--- src/rtl/mac_pkg.sv ---
package mac_pkg;

    localparam int unsigned OPND_W = 16;
    localparam int unsigned ACCU_W = 24;

    typedef enum logic [2:0] {
        OP_MLOAD = 3'd0,
        OP_MAC   = 3'd1,
        OP_MSUB  = 3'd2,
        OP_ADD   = 3'd3,
        OP_SUB   = 3'd4,
        OP_PASS  = 3'd5,
        OP_CLR   = 3'd6,
        OP_RSVD  = 3'd7
    } op_e;

    typedef struct packed {
        logic use_prod;   // operand is the truncated product
        logic accumulate; // combine with current accumulator
        logic subtract;   // subtract instead of add
        logic load_zero;  // force accumulator to zero
        logic clr_ovf;    // clear sticky overflow
        logic wr;         // operation updates state
    } ctl_t;

    function automatic ctl_t decode_op(input op_e op);
        ctl_t c;
        c = '0;
        unique case (op)
            OP_MLOAD: begin c.use_prod = 1'b1; c.wr = 1'b1; end
            OP_MAC:   begin c.use_prod = 1'b1; c.accumulate = 1'b1; c.wr = 1'b1; end
            OP_MSUB:  begin c.use_prod = 1'b1; c.accumulate = 1'b1; c.subtract = 1'b1; c.wr = 1'b1; end
            OP_ADD:   begin c.accumulate = 1'b1; c.wr = 1'b1; end
            OP_SUB:   begin c.accumulate = 1'b1; c.subtract = 1'b1; c.wr = 1'b1; end
            OP_PASS:  begin c.wr = 1'b1; end
            OP_CLR:   begin c.load_zero = 1'b1; c.clr_ovf = 1'b1; c.wr = 1'b1; end
            default:  c = '0;
        endcase
        return c;
    endfunction

endpackage

--- src/rtl/mac_mul.sv ---
module mac_mul #(
    parameter int unsigned OP_W  = mac_pkg::OPND_W,
    parameter int unsigned ACC_W = mac_pkg::ACCU_W
) (
    input  logic signed [OP_W-1:0]  a_i,
    input  logic signed [OP_W-1:0]  b_i,
    output logic        [ACC_W-1:0] prod_o
);
    localparam int unsigned PW = 2 * OP_W;
    localparam int unsigned SH = PW - ACC_W;

    logic signed [PW-1:0] full;

    always_comb begin
        full   = a_i * b_i;
        prod_o = full[PW-1:SH];   // drop low SH bits: floor toward -inf
    end
endmodule

--- src/rtl/mac_alu.sv ---
module mac_alu #(
    parameter int unsigned ACC_W = mac_pkg::ACCU_W
) (
    input  logic [ACC_W-1:0] acc_i,
    input  logic [ACC_W-1:0] opnd_i,
    input  mac_pkg::ctl_t    ctl_i,
    input  logic             sat_i,
    output logic [ACC_W-1:0] res_o,
    output logic             ovf_o
);
    localparam logic [ACC_W-1:0] POS_MAX = {1'b0, {(ACC_W-1){1'b1}}};
    localparam logic [ACC_W-1:0] NEG_MIN = {1'b1, {(ACC_W-1){1'b0}}};

    logic [ACC_W:0] base, ext, sum;

    always_comb begin
        base  = ctl_i.accumulate ? {acc_i[ACC_W-1], acc_i} : '0;
        ext   = {opnd_i[ACC_W-1], opnd_i};
        sum   = ctl_i.subtract ? (base - ext) : (base + ext);
        ovf_o = ctl_i.accumulate && (sum[ACC_W] != sum[ACC_W-1]);
        if (ovf_o && sat_i)
            res_o = sum[ACC_W] ? NEG_MIN : POS_MAX;
        else
            res_o = sum[ACC_W-1:0];
    end

    // a clamped result is one of the two range limits
    always_comb begin
        if (ovf_o && sat_i)
            a_r9_clamp_value: assert (res_o == POS_MAX || res_o == NEG_MIN);
    end
endmodule

--- src/rtl/mac_trunc_dp.sv ---
module mac_trunc_dp #(
    parameter int unsigned OP_W  = mac_pkg::OPND_W,
    parameter int unsigned ACC_W = mac_pkg::ACCU_W
) (
    input  logic             clk,
    input  logic             rst,
    input  logic             valid_i,
    input  logic [2:0]       op_i,
    input  logic [OP_W-1:0]  opa_i,
    input  logic [OP_W-1:0]  opb_i,
    input  logic             sat_i,
    output logic [ACC_W-1:0] acc_o,
    output logic             zero_o,
    output logic             neg_o,
    output logic             ovf_o
);
    import mac_pkg::*;

    localparam int unsigned EXT_W = ACC_W - OP_W;

    ctl_t             ctl;
    logic [ACC_W-1:0] prod, opa_ext, opnd, alu_res, nxt;
    logic             alu_ovf;

    mac_mul #(.OP_W(OP_W), .ACC_W(ACC_W)) u_mul (
        .a_i    (opa_i),
        .b_i    (opb_i),
        .prod_o (prod)
    );

    always_comb begin
        ctl     = decode_op(op_e'(op_i));
        opa_ext = {{EXT_W{opa_i[OP_W-1]}}, opa_i};
        opnd    = ctl.use_prod ? prod : opa_ext;
    end

    mac_alu #(.ACC_W(ACC_W)) u_alu (
        .acc_i  (acc_o),
        .opnd_i (opnd),
        .ctl_i  (ctl),
        .sat_i  (sat_i),
        .res_o  (alu_res),
        .ovf_o  (alu_ovf)
    );

    assign nxt = ctl.load_zero ? '0 : alu_res;

    always_ff @(posedge clk) begin
        if (rst) begin
            acc_o  <= '0;
            zero_o <= 1'b1;
            neg_o  <= 1'b0;
            ovf_o  <= 1'b0;
        end else if (valid_i && ctl.wr) begin
            acc_o  <= nxt;
            zero_o <= (nxt == '0);
            neg_o  <= nxt[ACC_W-1];
            ovf_o  <= ctl.clr_ovf ? 1'b0 : (ovf_o | alu_ovf);
        end
    end

    // flags track the accumulator
    a_r10_zero_flag: assert property (@(posedge clk) disable iff (rst)
        zero_o == (acc_o == '0));
    a_r10_neg_flag: assert property (@(posedge clk) disable iff (rst)
        neg_o == acc_o[ACC_W-1]);
    // idle or reserved cycle holds all state
    a_r11_hold: assert property (@(posedge clk) disable iff (rst)
        (!valid_i || op_i == 3'd7) |=> ($stable(acc_o) && $stable(ovf_o)));
    // sticky overflow survives anything but clear
    a_r8_sticky: assert property (@(posedge clk) disable iff (rst)
        (ovf_o && !(valid_i && op_i == 3'd6)) |=> ovf_o);
    // clear empties accumulator and overflow
    a_r7_clear: assert property (@(posedge clk) disable iff (rst)
        (valid_i && op_i == 3'd6) |=> (acc_o == '0 && !ovf_o));
    // multiply-load never raises overflow
    a_r2_mload_no_ovf: assert property (@(posedge clk) disable iff (rst)
        (valid_i && op_i == 3'd0 && !ovf_o) |=> !ovf_o);
endmodule

--- config.mk ---
export PLATFORM = sky130hd
export DESIGN_NAME = mac_trunc_dp
export DESIGN_NICKNAME = d
export VERILOG_FILES = /design/src/rtl/mac_pkg.sv /design/src/rtl/mac_mul.sv /design/src/rtl/mac_alu.sv /design/src/rtl/mac_trunc_dp.sv
export SDC_FILE = /design/constraint.sdc
export NUM_CORES = 1
export LEC_CHECK = 0
export BUFFER_PORTS_ARGS = -buffer_cell sky130_fd_sc_hd__buf_2
export CAP_MARGIN = 20
export CELL_PAD_IN_SITES_DETAIL_PLACEMENT = 1
export CELL_PAD_IN_SITES_GLOBAL_PLACEMENT = 1
export CORE_ASPECT_RATIO = 0.6
export CORE_UTILIZATION = 45
export CTS_CLUSTER_SIZE = 8
export DETAILED_ROUTE_END_ITERATION = 10
export PLACE_DENSITY_LB_ADDON = 0.1
export SYNTH_ARGS = -nofsm -noshare
export SYNTH_HDL_FRONTEND = slang
export SYNTH_SLANG_ARGS = --single-unit
--- constraint.sdc ---
create_clock -name clk -period 13.1 [get_ports clk]
set_input_delay 3.93 -clock clk [delete_from_list [all_inputs] [get_ports clk]]
set_output_delay 3.93 -clock clk [all_outputs]
set_load 0.01 [all_outputs]
==> run summary <==
Most used cell, CP - fa_1
Hold path cells - 2
Setup ws final - 132 ps
Hold buffer count at CTS - 0
Crit path arrival time - 13170 ps
Number of core rows - 48
DRT Pass-1 Iters - 5
Port buffer count - 65
Slowest-stage cell, CP - fa_1
Die W - 227 um
TritonCTS clock tree - yes
Max_slew headroom - 15.5%
First-pass GRT wire length - 71700 um
Reg2Reg Depth - 16
Final #Nets - 2254
Pre-CTS WS - -679 ps
Tightest Hold Check Type - reg2reg
Final setup fails - 0
Die area - 0.0310 mm^2
Area Growth Syn to Fin - 20.7%
Post-Synthesis Cells - 1641
Core area - 0.0292 mm^2
N_diodes - 0
Fraction of registers with async set/reset - 0%
Layout cell share with drive strength beyond 1 - 19.9%
GRT overflow - 0
Final min period - 12970 ps
Number of synthesized register bits - 26
Longest Clk Path Bufs - 2
Vias in the first global route - 13.3k
WL final - 46000 um
Crit Path Max Fanout - 5
Post-detail-place hpwl - 39400 um
Overall routing resource usage - 30.4%
Period Utilization, post-route - 99.0%
Outcome - finished clean
Initial cell density of the core - 46.5%
Gp weighted congestion - 0.879
DRC - 0
Worst-Skew Late Latency - 280 ps
Worst Path Required - 13300 ps
Finished Core Util - 56.2%
Initial antenna violation count - 0
Sequential fraction of the synthesis area - 3.82%
Crit Path Class - in2reg
Peak per-stage delay on the critical path - 590 ps
DR vias/cell - 5.51
# IOs - 66
Die Ht - 137 um
Share of the synthesized area in the top cell type - 38.5%
CP startpoint - opa_i[5]
Clk root buf - clkbuf_16
FF-to-FF Start - acc_o[1]
Skew final - 3.93 ps
Post-synth EDFFs - 0
Final Hold Fails - 0
Syn_nets - 2046
Setup crit start kind - input port
Hold Crit Start - acc_o[12]
Largest net degree at the start of global routing - 35
Synth top area cells - fa_1 (39%), ha_1 (9.6%), inv_1 (8.6%)
FMAX - 77.1 MHz
Initial DRC count - 804
Mean routed wirelength per cell - 20.5 um
Synth cell count leaders - inv_1 (312), fa_1 (262), nand2_1 (199)
Avg Inst Size Synth - 8.30 um^2
Element type at the critical path end - flip-flop
Clk pin slew, worst setup/hold paths - 80 ps
# fillers - 3567
Clock sink total - 26
Slew Limit Fails - 0
Yosys warns - 0
H-tree Lvls - 1
Top FF cell, synth - dfxtp_1
Most common cell in the synthesized netlist - inv_1
Slew @ Worst Pin - 1260 ps
ANT nets after route - 0
Num CTS Buffers - 3
Routed vias - 12.4k
Max Cap Violations - 0
Leading area contributor after synthesis - fa_1
Post-synthesis cell area - 0.0136 mm^2
Synth cell types - 82
==> through the flow <==
stage,cell area [um^2],setup TNS (ps),hold slack [ps],cells
2_1_floorplan,13600,0,478,1641
3_3_place_gp,15500,-9970,452,2211
3_5_place_dp,15500,-15130,454,2211
4_1_cts,15800,0,465,2221
5_1_grt,16400,-1130,491,2248
6_report,16400,0,464,2248
==> cells by family (layout without fill, tap and decap cells) <==
group                      Yosys count  in the layout  share of synthesized area, %
xor gates and xnor gates            65             65                          4.18
DFF                                 26             26                          3.82
adders and majority gates          366            366                          48.1
muxes                                4              4                         0.331
and+or+nand+nor                    547            547                          20.0
buffers and inverters              379            586                          10.6
AOI/OAI and AO/OA                  254            254                          12.9
==> worst max-delay path: cells and delay by family <==
family                   cells  cell delay [ps]
adder cells (fa/ha/maj)      8             3680
buffers and inverters        8              820
AO/OA/AOI/OAI                9             1840
AND/OR/NAND/NOR             13             2510
XOR/XNOR                     2              340
==> layout by cell type (no fill, tap or decap), drive strengths merged, types with 10 or more instances in the layout <==
master / instances
o31ai: 10
nor3: 21
a21oi: 64
xor2: 18
inv: 312
dfxtp: 26
o211ai: 12
and3: 13
nand2: 200
ha: 104
nand2b: 13
and2: 152
a211oi: 14
o21ai: 59
xnor2: 47
a21o: 11
buf: 263
fa: 262
nand4: 12
clkbuf: 10
nor2: 81
nand3: 20
==> registers in the layout, summed over array words and instances (netlist names) <==
| signal | flops |
|---|---|
| acc_o | 24 |
| ovf_o | 1 |
| zero_o | 1 |
==> final timing paths <==
kind,end,slack [ps]
worst max-delay path,zero_o,130
worst min-delay path,acc_o[12],460
worst max register to register,zero_o,8790
worst min register to register,acc_o[12],460
==> per-layer routing <==
metal  global-route usage, %  wire length [um]  vias to the layer above
met1                    44.4             21900                     6374
met2                    48.5             20600                      366
met4                    3.30               430                        2
li1                        -                 -                     5601
met5                    1.61                71                        -
met3                    5.13              3020                       36
==> area by class of cell <==
cell class	instances	area [um^2]	area share (%)
multi-input cells	1236	12100	73.5
well taps	400	500	3.05
inverters	312	1170	7.15
flip-flops and latches	26	520	3.17
repair buffers	270	2050	12.5
clock inverters	1	30.0	0.183
clock buffers	3	75.1	0.457
==> what timing repair did <==
action                     in CTS  in global routing
gates resized for setup        24                108
setup buffers                   6                 28
pin swaps                       7                 52
setup endpoints to repair      26                 26
gates cloned                    0                  1
Power is not shown: default switching activity piles up to over one toggle a cycle in this logic, so the estimate is an artifact.
